--- src/rtl/es_pkg.sv ---
package es_pkg;
  localparam int NSRC = 8;

  localparam int SRC_FRAME = 0;
  localparam int SRC_CRC   = 1;
  localparam int SRC_CODE  = 2;
  localparam int SRC_LOFA  = 3;
  localparam int SRC_LOSIG = 4;
  localparam int SRC_AIS   = 5;
  localparam int SRC_RSLIP = 6;
  localparam int SRC_TSLIP = 7;

  typedef enum logic [1:0] {
    PIN_OFF    = 2'd0,
    PIN_PULSE  = 2'd1,
    PIN_NPULSE = 2'd2,
    PIN_TOGGLE = 2'd3
  } pin_mode_e;
endpackage

--- src/rtl/es_sec_timer.sv ---
module es_sec_timer #(
  parameter int CNT_W = 16
) (
  input  logic             clk,
  input  logic             rst_n,
  input  logic             ref_ce,
  input  logic [CNT_W-1:0] tick_limit,
  output logic             tick
);
  logic [CNT_W-1:0] cnt;
  logic             at_end;

  assign at_end = ref_ce && (cnt >= tick_limit);

  always_ff @(posedge clk) begin
    if (!rst_n) begin
      cnt  <= '0;
      tick <= 1'b0;
    end else begin
      tick <= at_end;
      if (at_end)      cnt <= '0;
      else if (ref_ce) cnt <= cnt + 1'b1;
    end
  end
endmodule

--- src/rtl/es_event_latch.sv ---
module es_event_latch #(
  parameter int N = 8
) (
  input  logic         clk,
  input  logic         rst_n,
  input  logic         tick,
  input  logic [N-1:0] evt_in,
  output logic [N-1:0] flags
);
  for (genvar i = 0; i < N; i++) begin : g_src
    always_ff @(posedge clk) begin
      if (!rst_n)    flags[i] <= 1'b0;
      else if (tick) flags[i] <= evt_in[i];
      else           flags[i] <= flags[i] | evt_in[i];
    end
  end
endmodule

--- src/rtl/es_status.sv ---
module es_status #(
  parameter int N = 8
) (
  input  logic         clk,
  input  logic         rst_n,
  input  logic         tick,
  input  logic [N-1:0] flags,
  input  logic [N-1:0] es_mask,
  input  logic         stat_rd,
  input  logic [1:0]   pin_mode,
  output logic         isr_es,
  output logic         isr_sec,
  output logic         irq,
  output logic         sec_out
);
  import es_pkg::*;

  logic es_hit;
  logic tog;

  assign es_hit = |(flags & es_mask);

  always_ff @(posedge clk) begin
    if (!rst_n) begin
      isr_es  <= 1'b0;
      isr_sec <= 1'b0;
      tog     <= 1'b0;
    end else begin
      isr_es  <= (isr_es  & ~stat_rd) | (tick & es_hit);
      isr_sec <= (isr_sec & ~stat_rd) | tick;
      if (tick) tog <= ~tog;
    end
  end

  assign irq = isr_es | isr_sec;

  always_comb begin
    case (pin_mode_e'(pin_mode))
      PIN_PULSE:  sec_out = tick;
      PIN_NPULSE: sec_out = ~tick;
      PIN_TOGGLE: sec_out = tog;
      default:    sec_out = 1'b0;
    endcase
  end
endmodule

--- src/rtl/es_monitor.sv ---
module es_monitor #(
  parameter int CNT_W = 16
) (
  input  logic                    clk,
  input  logic                    rst_n,
  input  logic                    ref_ce,
  input  logic [CNT_W-1:0]        tick_limit,
  input  logic [es_pkg::NSRC-1:0] evt_in,
  input  logic [es_pkg::NSRC-1:0] es_mask,
  input  logic [1:0]              pin_mode,
  input  logic                    stat_rd,
  output logic                    isr_es,
  output logic                    isr_sec,
  output logic                    irq,
  output logic                    sec_out,
  output logic [es_pkg::NSRC-1:0] flags
);
  localparam int N = es_pkg::NSRC;

  logic tick;

  es_sec_timer #(.CNT_W(CNT_W)) u_timer (
    .clk(clk), .rst_n(rst_n), .ref_ce(ref_ce),
    .tick_limit(tick_limit), .tick(tick)
  );

  es_event_latch #(.N(N)) u_latch (
    .clk(clk), .rst_n(rst_n), .tick(tick),
    .evt_in(evt_in), .flags(flags)
  );

  es_status #(.N(N)) u_status (
    .clk(clk), .rst_n(rst_n), .tick(tick), .flags(flags),
    .es_mask(es_mask), .stat_rd(stat_rd), .pin_mode(pin_mode),
    .isr_es(isr_es), .isr_sec(isr_sec), .irq(irq), .sec_out(sec_out)
  );
endmodule

--- config.mk ---
export PLATFORM = sky130hd
export DESIGN_NAME = es_monitor
export DESIGN_NICKNAME = d
export VERILOG_FILES = /design/src/rtl/es_pkg.sv /design/src/rtl/es_sec_timer.sv /design/src/rtl/es_event_latch.sv /design/src/rtl/es_status.sv /design/src/rtl/es_monitor.sv
export SDC_FILE = /design/constraint.sdc
export NUM_CORES = 1
export LEC_CHECK = 0
export ABC_AREA = 1
export ABC_CLOCK_PERIOD_IN_PS = 3510
export BUFFER_PORTS_ARGS = -buffer_cell sky130_fd_sc_hd__buf_2
export CAP_MARGIN = 10
export CORE_UTILIZATION = 54
export DETAILED_ROUTE_END_ITERATION = 8
export PLACE_DENSITY = 0.84
export SETUP_SLACK_MARGIN = 0.2
export SYNTH_ARGS = -nofsm -noshare
export SYNTH_HDL_FRONTEND = slang
export SYNTH_SLANG_ARGS = --single-unit
--- constraint.sdc ---
create_clock -name clk -period 3.51 [get_ports clk]
set_input_delay 0.702 -clock clk [delete_from_list [all_inputs] [get_ports clk]]
set_output_delay 0.702 -clock clk [all_outputs]
set_load 0.01 [all_outputs]
==> results.cfg, run 1 <==
[outcome]
outcome = complete, no violations

[synth]
synth_top_family_by_area = simple AND/OR/NAND/NOR gates
synth_top_area_share_pct = 35.00
yosys.cell_types.count = 25
yosys-top-cells-area = dfxtp_1, ha_1, nand2_1
synth-simple-area-share_pct = 26.88
synth_nets = 277
synthXorXnorAreaFrac_pct = 6.562
synth_warnings = 0
yosys.area.top_type = dfxtp_1
muxShareOfSynthArea_pct = 0.6250
ys_ff_latch = 28
synth_compound_area_share_pct = 8.516
yosys.area_share.adder_pct = 13.28
synth_area_per_cell_um2 = 7.214
ys_seq_area_share_pct = 35.00
syn-cell-area_um2 = 1602
synth_cells = 222

[timing]
skew_ps = 1.736
tightest_slew_ps = 532.3
max_freq_ghz = 0.4701
post-route-min-period_ps = 2127
finalSetupTns_ps = 0
drv_slew = 0
hold_viol = 0
finalSetupViolations = 0
finalCritPeriodShare_pct = 60.61
slew-limit-headroom_pct = 64.43
rsz0062_at_grt = false

[floorplanning]
num_io_pins = 50
core_um2 = 2781
die_w_um = 56.46
fp-row-count = 19
dieArea_um2 = 3188
fp.dieH_um = 56.46
initial_core_util_pct = 57.58

[global_route]
globalRouteMet1Util_pct = 28.26
grt_max_degree = 17
grt.busiest_layer = met2
grt_pass1_vias = 1336
grt_first_pass_wirelength_um = 5444
grt_overflow_total = 0
antenna_found_initial = 0
track_usage_pct = 21.48
grtUsageMet2_pct = 35.13
use_met3_pct = 5.069

[routing]
viasPerCell = 4.835
drt_iter0_drc = 23
firstDrtPassIters = 4
vias = 1465
ant_nets = 0
post-route-drc-count = 0
wl_per_cell_um = 9.911
totalWireLength_um = 3003

[placement]
placed_cell_area_um2 = 1871
gp_congestion = 0.7697
dpl.hpwl_um = 2468
dp.cells = 299
io_buffers = 49

[power]
peakVddDrop_mv = 0.3926
powerDensity_nw_per_um2 = 320.4
p_leak_nw = 0.9911

[setup_path]
critPathBufInv = 2
crit_slowest_cell = dfxtp_1
cp_cell_sequence = inv_1 -> nand2_1 -> a32oi_1 -> buf_2
crit_type = reg2out
cp_top_family = buffers and inverters
worst_ep_required_time_ps = 2810
slowest_delay_ps = 350
cp-start-kind = flop
cp_max_fo = 12
arrival_ps = 1430
crit_path_end_kind = primary output

[clocking]
clockRootBuffer = clkbuf_4
cts_buffer_depth = 2
cts.repair.resized = 0
cts-htree-levels = 1
cts_sinks = 28
clk_latency_ps = 330
post_cts.repair.setup_buffers = 0
cts_tree = done
holdBufCountCts = 0
clk_pin_slew_ps = 140
cts-buffers-inserted = 3

[final_layout]
finalNetCount = 328
area_growth_pct = 20.08
post_route_cells_drive_above_1_share_pct = 23.53
nFillCells = 245
final_util_pct = 69.14
antenna_cells = 0
fin_cells = 303
design_area_um2 = 1923

[run]
max_cap_violations = 0

[hold_path]
hp-class = reg2reg
[where the power goes]
group | switching [W] | internal, W
clock network | 0.0000918 | 0.000116
logic | 0.0000389 | 0.0000365
registers | 0.00000658 | 0.000327
[layer usage]
| layer | routed length [um] | up-vias |
|---|---|---|
| li1 | - | 803 |
| met1 | 1451 | 620 |
| met2 | 1392 | 38 |
| met3 | 132 | 4 |
| met4 | 26 | 0 |
| met5 | 0 | - |
[Yosys cell counts]
cell and count:
xnor2_1 5, nand4_1 4, nand2_1 47, nor2_1 33, mux2i_1 1, inv_2 1, o21ai_0 3, nand2_2 3
or2_2 3, xor2_1 7, nor2_4 1, nor2_2 3, nand3_1 2, a31oi_1 1, o31ai_1 1, a32oi_1 1
clkbuf_1 2, nor3_1 4, ha_1 17, nand3b_1 1, buf_4 1, a22o_1 1, a21oi_1 18, inv_1 34
dfxtp_1 28
[through the flow]
step | power, W | worst slack (ps) | hold slack, ps
global route | 0.0006478 | 1252 | 510.2
floorplan | 0.0003805 | 1564 | 443.5
finish | 0.0006161 | 1383 | 491.8
global placement | 0.0004135 | 1260 | 460.3
CTS | 0.0006217 | 1390 | 492.1
detailed placement | 0.0004159 | 1217 | 473.1
[state kept, by name, summed over array words and instances, names as in the netlist]
signal / flops
u_latch.flags: 8
u_status.isr_es: 1
u_status.isr_sec: 1
u_status.tog: 1
u_timer.cnt: 16
u_timer.tick: 1
[cells by family after synthesis]
group,count (synthesis)
buf+inv,38
simple gates,101
xor+xnor,12
flops,28
mux,1
compound gates,25
fa+ha+maj,17
[layout by cell type, fill, tap and decap left out, types with 4 or more instances in the layout]
cell type / n
nor2_1: 33
ha_1: 17
a21oi_1: 18
xnor2_1: 5
nor3_1: 4
nand2_1: 47
buf_2: 49
inv_1: 34
xor2_1: 7
dfxtp_1: 28
nand4_1: 4
[final cells by class]
cell class              count  area, um^2  area share (%)
clock buffers               3       22.52           1.171
clock inverters             1       30.03           1.561
inverters                  35       131.4           6.832
multi-input cells         156       894.6           46.52
flip-flops and latches     28       560.5           29.15
well taps                  31       38.79           2.017
repair buffers             49       245.2           12.75
[path summary, 6_finish.rpt]
check / from / end / slack [ps] / depth (start not counted)
max: u_timer.tick / sec_out / 1380 / 4
min: u_status.isr_es / u_status.isr_es / 490 / 2
max reg2reg: u_timer.cnt[0] / u_timer.cnt[6] / 1650 / 11
min reg2reg: u_status.isr_es / u_status.isr_es / 490 / 2
[tightest hold or removal path, delay by kind of cell (launching register included)]
| kind | cells | cell delay, ps |
|---|---|---|
| AO/OA/AOI/OAI | 1 | 50 |
| AND/OR/NAND/NOR | 1 | 70 |
| flip-flops | 1 | 340 |
Note: power is estimated with default switching activity, not from simulation.
==> run 2: changes to the inputs <==
--- a/config.mk
+++ b/config.mk
@@ -6,12 +6,12 @@
 export NUM_CORES = 1
 export LEC_CHECK = 0
 export ABC_AREA = 1
-export ABC_CLOCK_PERIOD_IN_PS = 3510
+export ABC_CLOCK_PERIOD_IN_PS = 1700
 export BUFFER_PORTS_ARGS = -buffer_cell sky130_fd_sc_hd__buf_2
 export CAP_MARGIN = 10
-export CORE_UTILIZATION = 54
+export CORE_UTILIZATION = 46
 export DETAILED_ROUTE_END_ITERATION = 8
-export PLACE_DENSITY = 0.84
+export PLACE_DENSITY = 0.76
 export SETUP_SLACK_MARGIN = 0.2
 export SYNTH_ARGS = -nofsm -noshare
 export SYNTH_HDL_FRONTEND = slang
==> constraint.sdc (replaced) <==
create_clock -name clk -period 1.7 [get_ports clk]
set_input_delay 0.34 -clock clk [delete_from_list [all_inputs] [get_ports clk]]
set_output_delay 0.34 -clock clk [all_outputs]
set_load 0.01 [all_outputs]
==> run 2 against run 1 <==
Wire length increased by 13%. Sequential power grew 110%. Via count up 6.2%. Non-clock buffer count is 11 higher. Largest cell class unchanged.
==> results.cfg, run 2 (synthesized netlist as in run 1, its figures left out) <==
[routing]
totalWireLength_um = 3389
firstDrtPassIters = 4
ant_nets = 0
post-route-drc-count = 0
drt_iter0_drc = 24
wl_per_cell_um = 10.27
vias = 1556
viasPerCell = 4.715

[timing]
rsz0062_at_grt = true
holdWs_ps = 205.4
finalSetupViolations = 0
skew_ps = 6.394
post-route-min-period_ps = 1559
slew-limit-headroom_pct = 77.01
tightest_slew_ps = 344.5
max_freq_ghz = 0.6414
hold_viol = 0
finalCritPeriodShare_pct = 91.71
drv_slew = 0

[global_route]
antenna_found_initial = 0
grt_pass1_vias = 1326
grt_first_pass_wirelength_um = 5161
grt_overflow_total = 0
grt_max_degree = 16
track_usage_pct = 18.91

[final_layout]
final_util_pct = 66.03
design_area_um2 = 2203
antenna_cells = 0
post_route_cells_drive_above_1_share_pct = 40.14
largest_register = u_timer.cnt
nFillCells = 287
regArea_um2 = 578.1
layout_commonest_cell = buf_2
multi_input_area_um2 = 1066
largest_register_ffs = 16
area_growth_pct = 37.58
largest_registers = u_timer.cnt x16, u_latch.flags x8
finalNetCount = 340
layout_common_cells = buf_2, nand2_1, inv_1

[outcome]
outcome = complete, no violations

[placement]
placed_cell_area_um2 = 1961
io_buffers = 49
gp_congestion = 0.8275
dpl.hpwl_um = 2454

[clocking]
clk_latency_ps = 330
clk_pin_slew_ps = 140
clockRootBuffer = clkbuf_4
cts_tree = done
holdBufCountCts = 0
cts-htree-levels = 1
cts_sinks = 28
cts_buffer_depth = 2
cts-buffers-inserted = 3

[setup_path]
worst_ep_required_time_ps = 1940
crit_type = reg2reg
critPathBufInv = 1
cp-start-kind = flop
cp_max_fo = 8
ff2ff_path_depth = 12
crit_path_end_kind = flop
cp_top_family = simple AND/OR/NAND/NOR gates
r2r_end = u_timer.cnt[12]
rrSetupSlack_ps = 140
cp_cell_sequence = ha_4 -> nand2_2 -> inv_2 -> nand2_2 -> nor2_1 -> nor2_1 -> nand2_1 -> nand2_1 -> nand2_2 -> nand2_4 -> nand2_8 -> nor2_1
slowest_delay_ps = 380
crit_slowest_cell = dfxtp_4
r2r-start = u_timer.cnt[7]
arrival_ps = 1800

[hold_path]
hold_end = u_latch.flags[4]
hold_depth = 3
hp-start = evt_in[4]
hp-class = in2reg

[power]
peakVddDrop_mv = 0.4765
p_leak_nw = 1.059
powerDensity_nw_per_um2 = 538.9

[floorplanning]
fp.dieH_um = 61.01
initial_core_util_pct = 47.99
fp-row-count = 21
die_w_um = 61.01
dieArea_um2 = 3722
core_um2 = 3337
num_io_pins = 50

[run]
max_cap_violations = 0
[run 2: cell types whose count changed in the layout (fill, tap and decap cells not counted), moves of 6 or more]
cell     delta
buf_4      +10
nand2_1     -7
dfxtp_1     -8
nor2_2      +6
nor2_1     -11
[run 2: final cells by class]
class / count / share of cell area [%]
clock buffers: 4 / 1.647
inverters: 35 / 6.076
multi-input cells: 157 / 48.38
flip-flops and latches: 28 / 26.24
well taps: 46 / 2.612
repair buffers: 60 / 15.05
[run 2: repair_timing]
action / CTS / global route
resized for setup: 19 / 27
setup buffers: 4 / 0
gates cloned: 1 / 0
setup endpoints to repair: 17 / 17
pin swaps: 13 / 18
[run 2: how the worst max path moves through the flow]
stage,cells after the start,start,to
final,12,u_timer.cnt[7],u_timer.cnt[12]
after global routing,12,u_timer.cnt[7],u_timer.cnt[9]
after CTS,12,u_timer.cnt[7],u_timer.cnt[7]
after detailed placement,14,tick_limit[7],u_timer.cnt[15]
after global placement,14,tick_limit[7],u_timer.cnt[15]
after floorplan,12,tick_limit[3],u_timer.cnt[15]
[run 2: report_power, final]
group | leakage, nW | switching [W] | total, W | internal [W]
Combinational | 0.805 | 0.0000957 | 0.000183 | 0.0000868
Clock | 0.0210 | 0.000190 | 0.000321 | 0.000131
Sequential | 0.233 | 0.0000135 | 0.000684 | 0.000670
[run 2: worst reg2reg max path: stages (launching register included)]
cell     delay, ps
dfxtp_4        380
ha_4           270
nand2_2         50
inv_2           60
nand2_2         50
nor2_1          90
nor2_1          50
nand2_1         80
nand2_1         60
nand2_2         80
nand2_4        100
nand2_8        150
nor2_1          50
[run 2: per-layer routing]
layer / GRT usage, % / vias up / wire length [um]
met3: 4.051 / 5 / 156
li1: - / 826 / -
met1: 22.64 / 675 / 1578
met4: 5.844 / 0 / 32
met5: 0 / - / 0
met2: 33.75 / 50 / 1622
[run 2: metrics by stage]
step | instances | TNS [ps] | setup slack [ps] | total power, W
after floorplan | 222 | 0 | 201.2 | 0.0007883
after global placement | 321 | -575.1 | -53.97 | 0.0008597
after detailed placement | 321 | -1072 | -93.85 | 0.0008640
after CTS | 330 | 0 | 177.4 | 0.001180
after global routing | 330 | 0 | 46.36 | 0.001249
final | 330 | 0 | 140.9 | 0.001187
==> run 3: changes to the inputs <==
--- a/config.mk
+++ b/config.mk
@@ -9,8 +9,10 @@
 export ABC_CLOCK_PERIOD_IN_PS = 1700
 export BUFFER_PORTS_ARGS = -buffer_cell sky130_fd_sc_hd__buf_2
 export CAP_MARGIN = 10
+export CORE_MARGIN = 2
 export CORE_UTILIZATION = 46
 export DETAILED_ROUTE_END_ITERATION = 8
+export GPL_ROUTABILITY_DRIVEN = 0
 export PLACE_DENSITY = 0.76
 export SETUP_SLACK_MARGIN = 0.2
 export SYNTH_ARGS = -nofsm -noshare
==> run 3 against run 2 <==
Setup slack got worse by 16 ps. Sequential power hardly changed. Clock skew shrank 2.0 ps. Core utilization is 6.2 points higher. Sequential share of layout area shrank 1.8 points. Largest cell class unchanged. Cell count up 1.8%.
==> results.cfg, run 3 (synthesized netlist as in run 1, its figures left out) <==
[placement]
dp_slack_ps = -92.37
dp.cells = 322
placed_cell_area_um2 = 1968
io_buffers = 49
dpl.hpwl_um = 2543

[routing]
viasPerCell = 4.756
ant_nets = 0
vias = 1598
firstDrtPassIters = 4
totalWireLength_um = 3842
post-route-drc-count = 0
wl_per_cell_um = 11.43
drt_iter0_drc = 42

[clocking]
clockRootBuffer = clkbuf_4
cts_tree = done
cts_buffer_depth = 2
clk_pin_slew_ps = 160
cts-buffers-inserted = 3
clk_latency_ps = 340
cts_sinks = 28
holdBufCountCts = 0
cts-htree-levels = 1

[final_layout]
layout_common_cells = buf_2, nand2_1, inv_1
largest_register_ffs = 16
design_area_um2 = 2410
antenna_cells = 0
largest_registers = u_timer.cnt x16, u_latch.flags x8
largest_register = u_timer.cnt
fin_cells = 336
finalNetCount = 346
layout_commonest_cell = buf_2
nFillCells = 272
post_route_cells_drive_above_1_share_pct = 49.31
area_growth_pct = 50.47

[floorplanning]
initial_core_util_pct = 47.99
dieArea_um2 = 3970
num_io_pins = 50
fp-row-count = 21
fp.dieH_um = 63.01
die_w_um = 63.01
core_um2 = 3337

[setup_path]
crit_slowest_cell = dfxtp_2
crit_type = reg2reg
worst_ep_required_time_ps = 1950
cp-start-kind = flop
arrival_ps = 1830
slowest_delay_ps = 380
cp_cell_sequence = buf_6 -> ha_4 -> nand2_4 -> nor2_4 -> nand2_2 -> nor2_4 -> nand2_2 -> inv_2 -> nand2_2 -> xor2_2 -> nor2_4
crit_path_end_kind = flop
cp_max_fo = 3

[hold_path]
hp-class = in2reg

[global_route]
grt_overflow_total = 0
grt_pass1_vias = 1492
grt_max_degree = 17
grt_first_pass_wirelength_um = 5982
track_usage_pct = 18.29
antenna_found_initial = 0

[timing]
finalCritPeriodShare_pct = 92.65
max_freq_ghz = 0.6349
finalSetupViolations = 0
timing.final.ws_setup_ps = 124.9
slew-limit-headroom_pct = 76.41
skew_ps = 4.424
hold_viol = 0
tightest_slew_ps = 353.4
post-route-min-period_ps = 1575
drv_slew = 0
rsz0062_at_grt = true

[power]
powerDensity_nw_per_um2 = 557.8
p_total_w = 0.001344
peakVddDrop_mv = 0.4490
p_leak_nw = 1.105

[run]
max_cap_violations = 0

[outcome]
outcome = complete, no violations
run 3: cell types whose count changed in the layout (fill, tap and decap cells not counted), moves of 3 or more:
cell and delta:
ha_4 +7, ha_1 -7, dfxtp_1 -7, nand2_1 -3
buf_4 +5, dfxtp_2 +6
run 3: repair_timing:
| action | in CTS | in global routing |
|---|---|---|
| setup endpoints to repair | 17 | 19 |
| pin swaps | 10 | 19 |
| setup buffers | 2 | 7 |
| gates cloned | 1 | 0 |
| gates resized for setup | 16 | 60 |
run 3: final cells by class:
class                      instances  area, um^2  share of cell area [%]
inverter                          35       133.9                   5.556
clock inverter                     1       30.03                   1.246
tap                               46       57.56                   2.388
sequential                        28       589.3                   24.45
timing repair buffer              66       386.6                   16.04
clock buffer                       3       22.52                  0.9346
multi-input combinational        157        1190                   49.38
run 3: final timing paths:
check	start	endpoint	depth (start not counted)	slack (ps)
worst min-delay path	evt_in[0]	u_latch.flags[0]	3	190
worst max-delay path	u_timer.cnt[0]	u_timer.cnt[14]	11	120
worst min register to register	u_status.isr_sec	u_status.isr_sec	2	480
worst max register to register	u_timer.cnt[0]	u_timer.cnt[14]	11	120
run 3: per-layer routing:
layer / vias to the layer above / share of wire (%) / GRT usage (%)
li1: 832 / - / -
met1: 720 / 46 / 23.66
met2: 42 / 49 / 32.18
met3: 4 / 4.0 / 2.342
met4: 0 / 0.88 / 4.167
met5: - / 0 / 0
run 3: through the flow:
| step | hold slack (ps) | TNS, ps | utilization, % |
|---|---|---|---|
| 3_5_place_dp | 466.1 | -1249 | 58.98 |
| 3_3_place_gp | 461.1 | -717.3 | 58.98 |
| 6_report | 192.3 | 0 | 72.22 |
| 2_1_floorplan | 443.5 | 0 | - |
| 5_1_grt | 175.1 | 0 | 72.22 |
| 4_1_cts | 186.9 | 0 | 62.95 |
run 3: critical path, delay by kind of cell, from the launching register on:
family                   cells  cell delay, ps
adder cells (fa/ha/maj)      1             130
buffers and inverters        2             170
flip-flops                   1             380
XOR/XNOR                     1             210
AND/OR/NAND/NOR              7             610
run 3: power by group:
group / total [W] / internal (W) / switching (W)
Sequential: 0.000686 / 0.000670 / 0.0000156
Clock: 0.000453 / 0.000239 / 0.000214
Combinational: 0.000206 / 0.0000985 / 0.000107
